==> config.mk <==
export PLATFORM = sky130hd
export DESIGN_NAME = ndv_term_detect
export DESIGN_NICKNAME = d
export VERILOG_FILES = /design/src/rtl/ndv_pkg.sv /design/src/rtl/ndv_tick_counter.sv /design/src/rtl/ndv_peak_tracker.sv /design/src/rtl/ndv_term_detect.sv
export SDC_FILE = /design/constraint.sdc
export NUM_CORES = 1
export LEC_CHECK = 0
export BUFFER_PORTS_ARGS = -buffer_cell sky130_fd_sc_hd__buf_2
export CORE_ASPECT_RATIO = 1.4
export CORE_MARGIN = 1.5
export CORE_UTILIZATION = 58
export CTS_BUF_LIST = sky130_fd_sc_hd__clkbuf_4 sky130_fd_sc_hd__clkbuf_8
export DETAILED_ROUTE_END_ITERATION = 16
export GPL_TIMING_DRIVEN = 0
export PLACE_DENSITY_LB_ADDON = 0.3
export REMOVE_ABC_BUFFERS = 1
export SLEW_MARGIN = 15
export SYNTH_ARGS = -nofsm -noshare
export SYNTH_HDL_FRONTEND = slang
export SYNTH_SLANG_ARGS = --single-unit
==> constraint.sdc <==
create_clock -name clk -period 5.6 [get_ports clk]
set_input_delay 1.12 -clock clk [delete_from_list [all_inputs] [get_ports clk]]
set_output_delay 1.12 -clock clk [all_outputs]
set_load 0.005 [all_outputs]
==> src/rtl/ndv_pkg.sv <==
package ndv_pkg;
    typedef enum logic [2:0] {
        S_IDLE      = 3'd0,
        S_HOLDOFF   = 3'd1,
        S_ARM       = 3'd2,
        S_TRACK     = 3'd3,
        S_DROP_DONE = 3'd4,
        S_FLAT_DONE = 3'd5
    } ndv_state_e;

    function automatic int cnt_width(input int limit);
        return (limit < 1) ? 1 : $clog2(limit + 1);
    endfunction
endpackage

==> src/rtl/ndv_tick_counter.sv <==
module ndv_tick_counter #(
    parameter int LIMIT = 240
) (
    input  logic clk,
    input  logic rst_n,
    input  logic clr_i,
    input  logic en_i,
    input  logic tick_i,
    output logic done_o
);
    localparam int CW = ndv_pkg::cnt_width(LIMIT);
    localparam logic [CW-1:0] LIM = CW'(LIMIT);

    logic [CW-1:0] cnt_q;

    always_ff @(posedge clk or negedge rst_n) begin
        if (!rst_n) begin
            cnt_q <= '0;
        end else if (clr_i) begin
            cnt_q <= '0;
        end else if (en_i && tick_i && (cnt_q < LIM)) begin
            cnt_q <= cnt_q + 1'b1;
        end
    end

    assign done_o = (cnt_q == LIM);

    AST_CNT_BOUND: assert property (@(posedge clk) disable iff (!rst_n)
        cnt_q <= LIM);

    AST_CNT_CLEAR: assert property (@(posedge clk) disable iff (!rst_n)
        clr_i |=> (cnt_q == '0));
endmodule

==> src/rtl/ndv_peak_tracker.sv <==
module ndv_peak_tracker #(
    parameter int VW = 12
) (
    input  logic          clk,
    input  logic          rst_n,
    input  logic          load_i,
    input  logic          upd_i,
    input  logic [VW-1:0] sample_i,
    input  logic [VW-1:0] thresh_i,
    output logic          above_o,
    output logic          drop_o
);
    logic [VW-1:0] peak_q;
    logic [VW-1:0] diff;

    always_ff @(posedge clk or negedge rst_n) begin
        if (!rst_n) begin
            peak_q <= '0;
        end else if (load_i || (upd_i && above_o)) begin
            peak_q <= sample_i;
        end
    end

    always_comb begin
        above_o = (sample_i > peak_q);
        diff    = peak_q - sample_i;
        drop_o  = !above_o && (diff >= thresh_i);
    end

    AST_PEAK_MONOTONIC: assert property (@(posedge clk) disable iff (!rst_n)
        !load_i |=> (peak_q >= $past(peak_q)));

    AST_EQUAL_KEEPS_PEAK: assert property (@(posedge clk) disable iff (!rst_n)
        (upd_i && (sample_i == peak_q)) |=> $stable(peak_q));
endmodule

==> src/rtl/ndv_term_detect.sv <==
module ndv_term_detect #(
    parameter int VW            = 12,
    parameter int HOLDOFF_TICKS = 240,
    parameter int FLAT_TICKS    = 960
) (
    input  logic          clk,
    input  logic          rst_n,
    input  logic          start_i,
    input  logic          tick_i,
    input  logic          sample_valid_i,
    input  logic [VW-1:0] sample_i,
    input  logic [VW-1:0] drop_thresh_i,
    output logic          term_drop_o,
    output logic          term_flat_o
);
    import ndv_pkg::*;

    ndv_state_e state_q, state_d;
    logic hold_done, flat_done;
    logic peak_load, peak_upd, above, drop_hit;
    logic flat_clr, in_track, in_hold;

    // control towards the datapath
    always_comb begin
        in_hold   = (state_q == S_HOLDOFF);
        in_track  = (state_q == S_TRACK);
        peak_load = !start_i && sample_valid_i && (state_q == S_ARM);
        peak_upd  = !start_i && sample_valid_i && in_track;
        flat_clr  = start_i || peak_load || (peak_upd && above);
    end

    ndv_tick_counter #(.LIMIT(HOLDOFF_TICKS)) u_hold (
        .clk(clk), .rst_n(rst_n), .clr_i(start_i), .en_i(in_hold),
        .tick_i(tick_i), .done_o(hold_done)
    );

    ndv_tick_counter #(.LIMIT(FLAT_TICKS)) u_flat (
        .clk(clk), .rst_n(rst_n), .clr_i(flat_clr), .en_i(in_track),
        .tick_i(tick_i), .done_o(flat_done)
    );

    ndv_peak_tracker #(.VW(VW)) u_peak (
        .clk(clk), .rst_n(rst_n), .load_i(peak_load), .upd_i(peak_upd),
        .sample_i(sample_i), .thresh_i(drop_thresh_i),
        .above_o(above), .drop_o(drop_hit)
    );

    // next state
    always_comb begin
        state_d = state_q;
        if (start_i) begin
            state_d = S_HOLDOFF;
        end else begin
            unique case (state_q)
                S_IDLE:      state_d = S_IDLE;
                S_HOLDOFF:   if (hold_done) state_d = S_ARM;
                S_ARM:       if (sample_valid_i) state_d = S_TRACK;
                S_TRACK: begin
                    if (sample_valid_i && drop_hit) state_d = S_DROP_DONE;
                    else if (flat_done)             state_d = S_FLAT_DONE;
                end
                S_DROP_DONE: state_d = S_DROP_DONE;
                S_FLAT_DONE: state_d = S_FLAT_DONE;
                default:     state_d = S_IDLE;
            endcase
        end
    end

    // state register
    always_ff @(posedge clk or negedge rst_n) begin
        if (!rst_n) state_q <= S_IDLE;
        else        state_q <= state_d;
    end

    // outputs
    always_comb begin
        term_drop_o = 1'b0;
        term_flat_o = 1'b0;
        unique case (state_q)
            S_DROP_DONE: term_drop_o = 1'b1;
            S_FLAT_DONE: term_flat_o = 1'b1;
            default: ;
        endcase
    end

    AST_EXCLUSIVE_TERM: assert property (@(posedge clk) disable iff (!rst_n)
        !(term_drop_o && term_flat_o));

    AST_START_CLEARS: assert property (@(posedge clk) disable iff (!rst_n)
        start_i |=> (!term_drop_o && !term_flat_o));

    AST_DROP_STICKY: assert property (@(posedge clk) disable iff (!rst_n)
        (term_drop_o && !start_i) |=> term_drop_o);

    AST_FLAT_STICKY: assert property (@(posedge clk) disable iff (!rst_n)
        (term_flat_o && !start_i) |=> term_flat_o);

    AST_DROP_NEEDS_SAMPLE: assert property (@(posedge clk) disable iff (!rst_n)
        $rose(term_drop_o) |-> $past(sample_valid_i));

    AST_HOLD_QUIET: assert property (@(posedge clk) disable iff (!rst_n)
        in_hold |-> !$past(peak_load));
endmodule

==> results by group, run 1 <==
Synth
  • Top cells by count, synth: inv_1, dfrtp_1, ha_1, nor2_1, nor3_1
  • Synthesized netlist cell count: 290
  • Sequential fraction of the synthesis area: 31.64%
  • Async set-reset flop share out of synthesis: 100.0%
  • Mean post-synth cell area: 9.000 sq um
  • Top FF cell, synth: dfrtp_1
  • Synth top area share: 31.64%
  • Number of synthesized flops with an enable pin: 0
  • Mapped cell area: 2610 sq um
  • Post-synth top area cell: dfrtp_1
  • Largest cells by area after synthesis: dfrtp_1, ha_1, inv_1
  • Most common cell in the netlist: inv_1
  • Yosys reg bits: 33
  • Synth Warn #: 0
  • Yosys cell types: 50

STA
  • Tcrit/Tclk final: 69.18%
  • Relative slew slack: 53.35%
  • Final setup fails: 0
  • Fin. max-slew vios: 0
  • Max Fclk: 258.1 MHz
  • Setup TNS: 0 ns
  • Fin. Hold Viols: 0
  • RSZ-0062 raised after global routing: no
  • Minimum clock period after layout: 3.874 ns
  • Tightest Pin Transition: 0.6998 ns
  • Layout Skew: 0.01046 ns

Place
  • IO buf count: 30
  • Gp weighted congestion: 0.8266
  • HPWL after DPL: 3708 um

Setup path
  • Arrival time at the worst endpoint: 4.06 ns
  • WS Path Type: in2reg
  • Critical Path Max Stage Delay: 0.41 ns
  • WP data required: 5.79 ns
  • CP max FO: 4
  • Crit end category: register
  • FF-to-FF setup slack: 2.35 ns
  • CP max stage cell: o31ai_1
  • Critical Path, Cell by Cell: buf_2, inv_1, ha_1, nor2b_1, o31ai_1, a211oi_1, nor3_1, xnor2_1, ha_1, a21o_1, a211o_1, a211oi_1, a211oi_1, o21a_1
  • CP startpoint kind: input port
  • Cell mode on critical path: a211oi_1

Power and ir drop
  • Part of the power in the clock network: 19.3%
  • Power, Total: 0.0009040 W
  • Power Dens Cells: 311.8 nW/um^2
  • Static leakage: 1.456 nW
  • Switch Pwr: 0.0003420 W
  • Reg power frac: 33.9%
  • Internal power: 0.0005621 W
  • Switch share: 37.83%
  • Comb power frac: 46.8%
  • VDD IR max: 0.0002139 V

Global route
  • Vias in the first global route: 2026
  • GRT Total Usage: 21.61%
  • Grt ovf: 0
  • Antenna violations before repair: 0
  • Largest net degree at the start of global routing: 34
  • First-pass GRT wire length: 8121 um

Die
  • Initial Util: 61.07%
  • Core Region: 4274 sq um
  • Row Count: 28
  • Chip width: 59.70 um
  • Die area: 4917 sq um
  • Die span in y: 82.37 um
  • I/O pin count: 31

Route
  • Via density: 5.554
  • Remaining DRCs: 0
  • Via Count: 2116
  • Routed wire length per instance: 12.63 um
  • Final Routed Wirelength: 4811 um
  • First-pass DRT Iterations: 4
  • Iter 0 DRT Violations: 64
  • DRT antenna net count: 0

Clock tree
  • Clock sink count: 33
  • CTS H-Tree Depth: 2
  • Clk_lat worst skew: 0.29 ns
  • Clk buf depth: 2
  • Total CTS buffers: 5
  • Setup bufs post-CTS: 0
  • Post-CTS sizing: 0
  • CTS clk-pin slew, worst paths: 0.07 ns
  • CTS tree: yes
  • CTS Hold Buffers Added: 0
  • Root Buffer Master: clkbuf_8

Cells and area
  • Final net count: 378
  • FF/Latch Area: 825.8 sq um
  • Filler cell count: 374
  • ANT cells: 0
  • Multi-input gate area: 1619 sq um
  • Area grow syn2layout: 11.07%
  • Layout cells sized above 1: 16.20%

Flow run
  • Max-cap check violation count: 0

Worst hold path
  • HP Class: reg2reg

Run status
  • Outcome: finished, final reports clean
[worst paths after layout]
check,from,endpoint,depth (start not counted)
setup / recovery,sample_i[1],state_q[2],14
hold / removal,u_peak.peak_q[0],u_peak.peak_q[0],1
setup reg to reg,u_peak.peak_q[1],state_q[2],12
hold reg to reg,u_peak.peak_q[0],u_peak.peak_q[0],1
max in group asynchronous,rst_n,u_hold.cnt_q[3],1
min in group asynchronous,rst_n,u_peak.peak_q[9],1
[per-stage QoR]
stage / area [sq um] / hold WS (ns) / setup slack [ns] / util, % / instances
6_report: 2899 / 0.4964 / 1.726 / 67.83 / 381
2_1_floorplan: 2575 / 0.4581 / 1.955 / - / 283
4_1_cts: 2887 / 0.5017 / 1.698 / 67.54 / 381
3_3_place_gp: 2800 / 0.4727 / 1.459 / 65.52 / 373
3_5_place_dp: 2800 / 0.4852 / 1.397 / 65.52 / 373
5_1_grt: 2899 / 0.5173 / 1.521 / 67.83 / 381
[routing by layer]
| metal | track usage, % | wire length, um |
|---|---|---|
| met1 | 23.21 | 2033 |
| met2 | 40.65 | 2552 |
| met3 | 3.894 | 131 |
| met4 | 8.444 | 93 |
| met5 | 0 | 0 |
[flip-flops by register name (all words and copies together) (netlist names)]
| signal | flops |
|---|---|
| u_peak.peak_q | 12 |
| u_flat.cnt_q | 10 |
| u_hold.cnt_q | 8 |
| state_q | 3 |
[critical path, delay by kind of cell]
kind	cells	cell delay [ns]
buffers and inverters	2	0.16
XOR/XNOR	1	0.15
AND/OR/NAND/NOR	2	0.40
AO/OA/AOI/OAI	7	1.70
adder cells (fa/ha/maj)	2	0.54
[power groups by stage]
stage | combinational [W] | sequential [W] | clock [W]
CTS | 0.000424 | 0.000305 | 0.000178
detailed placement | 0.000420 | 0.000310 | 0
global route | 0.000484 | 0.000311 | 0.000189
finish | 0.000423 | 0.000306 | 0.000175
global placement | 0.000406 | 0.000309 | 0
floorplan | 0.000334 | 0.000302 | 0
[kinds of logic after synthesis]
| group | after synthesis | share of synthesized area [%] |
|---|---|---|
| multiplexers | 14 | 7.191 |
| adder cells (fa/ha/maj) | 29 | 14.19 |
| AND/OR/NAND/NOR | 97 | 19.37 |
| AO/OA/AOI/OAI | 51 | 13.76 |
| XOR/XNOR | 21 | 7.047 |
| buffers and inverters | 45 | 6.807 |
| flip-flops | 33 | 31.64 |
[layout by cell type, fill, tap and decap left out, types with 5 or more instances in the layout]
cell and count:
clkbuf_8 5, ha_1 28, buf_2 30, xor2_1 5, xnor2_1 16, a21oi_1 12
nand2b_1 5, inv_1 38, nand2_1 13, nor2_1 27, o21ai_0 10, nor3_1 18
mux2_4 9, dfrtp_1 33, nand4_1 6
[final cells by class]
cell class,count,area share (%)
clock buffer,5,2.374
inverter,38,4.920
tap,60,2.590
timing repair buffer,30,5.179
clock inverter,3,0.6042
multi-input combinational,212,55.85
sequential,33,28.49
Power figures use the tool's default switching activity.
==> run 2: changes to the inputs <==
- ABC_AREA: unset -> 1
- clock period: 5.6 -> 3.8 ns (I/O delays scaled with it)
==> run 2 against run 1 <==
Via count grew 3.0%; global-route usage shrank 0.54 points; synthesized cell count grew 19%; sequential power grew 58%; critical path depth grew 4; setup slack lost 1.3 ns; power grew 93%; wire length shrank 4.6%.
==> results by group, run 2 <==
Cells and area
  • Max reg flops: 12 (unchanged)
  • Area grow syn2layout: 12.24%
  • Commonest cells after routing, fill and taps aside: nand2_1, inv_1, dfrtp_1
  • Final net count: 437 (+16%)
  • ANT cells: 0 (unchanged)
  • Layout cells sized above 1: 16.58% (+0.38 points)
  • Commonest non-fill, non-tap cell in the layout: nand2_1
  • Largest registers: u_peak.peak_q (12), u_flat.cnt_q (10), u_hold.cnt_q (8)
  • Top reg by flops: u_peak.peak_q
  • Final Non-Filler Cells: 440 (+15%)

Clock tree
  • CTS Hold Buffers Added: 0 (unchanged)
  • Clk_lat worst skew: 0.29 ns (about the same)
  • Setup bufs post-CTS: 0 (unchanged)
  • CTS tree: yes
  • Clock sink count: 33 (unchanged)
  • CTS clk-pin slew, worst paths: 0.06 ns (about the same)
  • CTS H-Tree Depth: 2 (unchanged)
  • Clk buf depth: 2 (unchanged)
  • Root Buffer Master: clkbuf_8
  • Post-CTS sizing: 0 (unchanged)
  • Total CTS buffers: 5 (unchanged)

Route
  • DRT antenna net count: 0 (unchanged)
  • First-pass DRT Iterations: 4 (unchanged)
  • Remaining DRCs: 0 (unchanged)
  • Final Routed Wirelength: 4591 um (-4.6%)
  • Via density: 4.955 (-11%)
  • Iter 0 DRT Violations: 55 (-14%)
  • Routed wire length per instance: 10.43 um (-17%)
  • Via Count: 2180 (+3.0%)

STA
  • Tightest Pin Transition: 0.7261 ns (+0.02627 ns)
  • Setup TNS: 0 ns (unchanged)
  • Tcrit/Tclk final: 89.61%
  • Max Fclk: 293.7 MHz
  • Layout Skew: 0.005169 ns (-0.005287 ns)
  • Relative slew slack: 51.59% (-1.8 points)
  • RSZ-0062 raised after global routing: no
  • Fin. Hold Viols: 0 (unchanged)
  • Final setup fails: 0 (unchanged)
  • Fin. max-slew vios: 0 (unchanged)
  • Minimum clock period after layout: 3.405 ns

Power and ir drop
  • VDD IR max: 0.0003018 V (+41%)
  • Switch Pwr: 0.0007498 W (+120%)
  • Power Dens Cells: 602.4 nW/um^2 (+93%)
  • Part of the power in the clock network: 16.5% (-2.8 points)
  • Reg power frac: 27.7% (-6.2 points)
  • Static leakage: 1.637 nW (+12%)
  • Internal power: 0.0009989 W (+78%)
  • Switch share: 42.88% (+5.1 points)
  • Comb power frac: 55.8% (+9.0 points)

Synth
  • Sequential fraction of the synthesis area: 31.93% (+0.29 points)
  • Yosys cell types: 36 (-28%)
  • Mean post-synth cell area: 7.518 sq um (-16%)
  • Number of synthesized flops with an enable pin: 0 (unchanged)
  • Most common cell in the netlist: nand2_1
  • Synth Warn #: 0 (unchanged)
  • Post-synth top area cell: dfrtp_1
  • Synthesized netlist cell count: 344 (+19%)
  • Largest cells by area after synthesis: dfrtp_1, ha_1, nand2_1
  • Top FF cell, synth: dfrtp_1
  • Mapped cell area: 2586 sq um (-0.91%)
  • Async set-reset flop share out of synthesis: 100.0% (unchanged)
  • Top cells by count, synth: nand2_1, inv_1, dfrtp_1, ha_1, a21oi_1
  • Yosys reg bits: 33 (unchanged)
  • Synth top area share: 31.93% (+0.29 points)

Die
  • Initial Util: 61.01% (about the same)
  • Die span in y: 82.01 um (-0.44%)
  • Core Region: 4239 sq um (-0.82%)
  • I/O pin count: 31 (unchanged)
  • Row Count: 28 (unchanged)
  • Die area: 4874 sq um (-0.87%)
  • Chip width: 59.44 um (-0.44%)

Setup path
  • Worst reg2reg path depth: 18 (+6)
  • Arrival time at the worst endpoint: 3.63 ns (-0.43 ns)
  • Crit end category: register
  • Critical Path Start: sample_i[0]
  • WP data required: 4.02 ns (-1.77 ns)
  • FF-to-FF setup slack: 0.62 ns (-1.73 ns)
  • WS Path Type: in2reg
  • CP max FO: 4 (unchanged)
  • Reg2reg start: u_peak.peak_q[0]
  • RR Endpoint: state_q[2]
  • CP startpoint kind: input port

Global route
  • Largest net degree at the start of global routing: 34 (unchanged)
  • GRT Total Usage: 21.07% (-0.54 points)
  • First-pass GRT wire length: 7907 um (-2.6%)
  • Vias in the first global route: 2038 (+0.59%)
  • Grt ovf: 0 (unchanged)
  • Antenna violations before repair: 0 (unchanged)

Place
  • Placed instance count: 432 (+16%)
  • HPWL after DPL: 3710 um (about the same)
  • IO buf count: 30 (unchanged)
  • Gp weighted congestion: 0.8318 (+0.63%)

Worst hold path
  • Min-delay src: u_hold.cnt_q[5]
  • HP Class: reg2reg
  • Hold Path Depth: 1 (unchanged)
  • Hold Path Sink: u_hold.cnt_q[5]

Flow run
  • Max-cap check violation count: 0 (unchanged)

Run status
  • Outcome: finished, final reports clean
-- run 2: area by class of cell --
type	instances	area (sq um)
Inverter	67	252.7
Sequential cell	33	825.8
Fill cell	373	1336
Multi-Input combinational cell	242	1498
Clock buffer	7	96.34
Tap cell	60	75.07
Timing Repair Buffer	30	150.1
Clock inverter	1	5.005
-- run 2: kinds of logic (layout without fill, tap and decap cells) --
kind of cell               after synthesis  count (layout)  synth area share [%]
AOI/OAI and AO/OA                       52              52                 11.22
DFF                                     33              33                 31.93
adders and majority gates               29              29                 14.32
buffers and inverters                   69             105                 10.16
and+or+nand+nor                        146             146                 27.29
xor gates and xnor gates                15              15                 5.080
-- run 2: metrics by stage --
stage | setup slack (ns) | area, sq um | total power (W) | utilization (%) | hold slack, ns
6_report | 0.3949 | 2903 | 0.001749 | 68.48 | 0.4935
3_3_place_gp | 0.1410 | 2801 | 0.001438 | 66.09 | 0.4721
4_1_cts | 0.3742 | 2903 | 0.001780 | 68.48 | 0.4986
5_1_grt | 0.1879 | 2903 | 0.001954 | 68.48 | 0.5186
3_5_place_dp | 0.07558 | 2801 | 0.001481 | 66.09 | 0.4838
2_1_floorplan | 0.5804 | 2576 | 0.001279 | - | 0.4570
-- run 2: worst max-delay path by stage --
stage / cells after the start / endpoint / slack (ns)
2_1_floorplan: 18 / state_q[0] / 0.58
6_report: 18 / state_q[2] / 0.39
3_5_place_dp: 18 / state_q[2] / 0.08
4_1_cts: 18 / state_q[2] / 0.37
3_3_place_gp: 18 / state_q[2] / 0.14
5_1_grt: 18 / state_q[2] / 0.19
-- run 2: per-layer routing --
| metal | share of wire (%) | global-route usage, % | wire, um |
|---|---|---|---|
| met1 | 43 | 22.18 | 1966 |
| met2 | 52 | 39.78 | 2388 |
| met3 | 2.3 | 2.835 | 106 |
| met4 | 2.8 | 10.23 | 129 |
| met5 | 0 | 0 | 0 |
-- run 2: worst max-delay path: stages --
cell	delay, ns
buf_2	0.11
ha_1	0.21
fa_1	0.41
nand3b_1	0.17
nand2_1	0.16
a21oi_1	0.12
o211a_1	0.23
xor2_1	0.15
ha_1	0.27
nand2_1	0.07
nor2_1	0.17
nand2_1	0.08
o21bai_1	0.17
nand2_1	0.09
nand3_1	0.11
a21oi_1	0.19
nand2_1	0.07
nor2_1	0.08
-- run 2: power groups by stage --
stage               Combinational, W  Clock, W  Sequential [W]
floorplan                   0.000799         0        0.000480
global placement            0.000951         0        0.000487
detailed placement          0.000989         0        0.000491
CTS                         0.000993  0.000303        0.000485
global route                 0.00115  0.000311        0.000493
finish                      0.000976  0.000289        0.000484
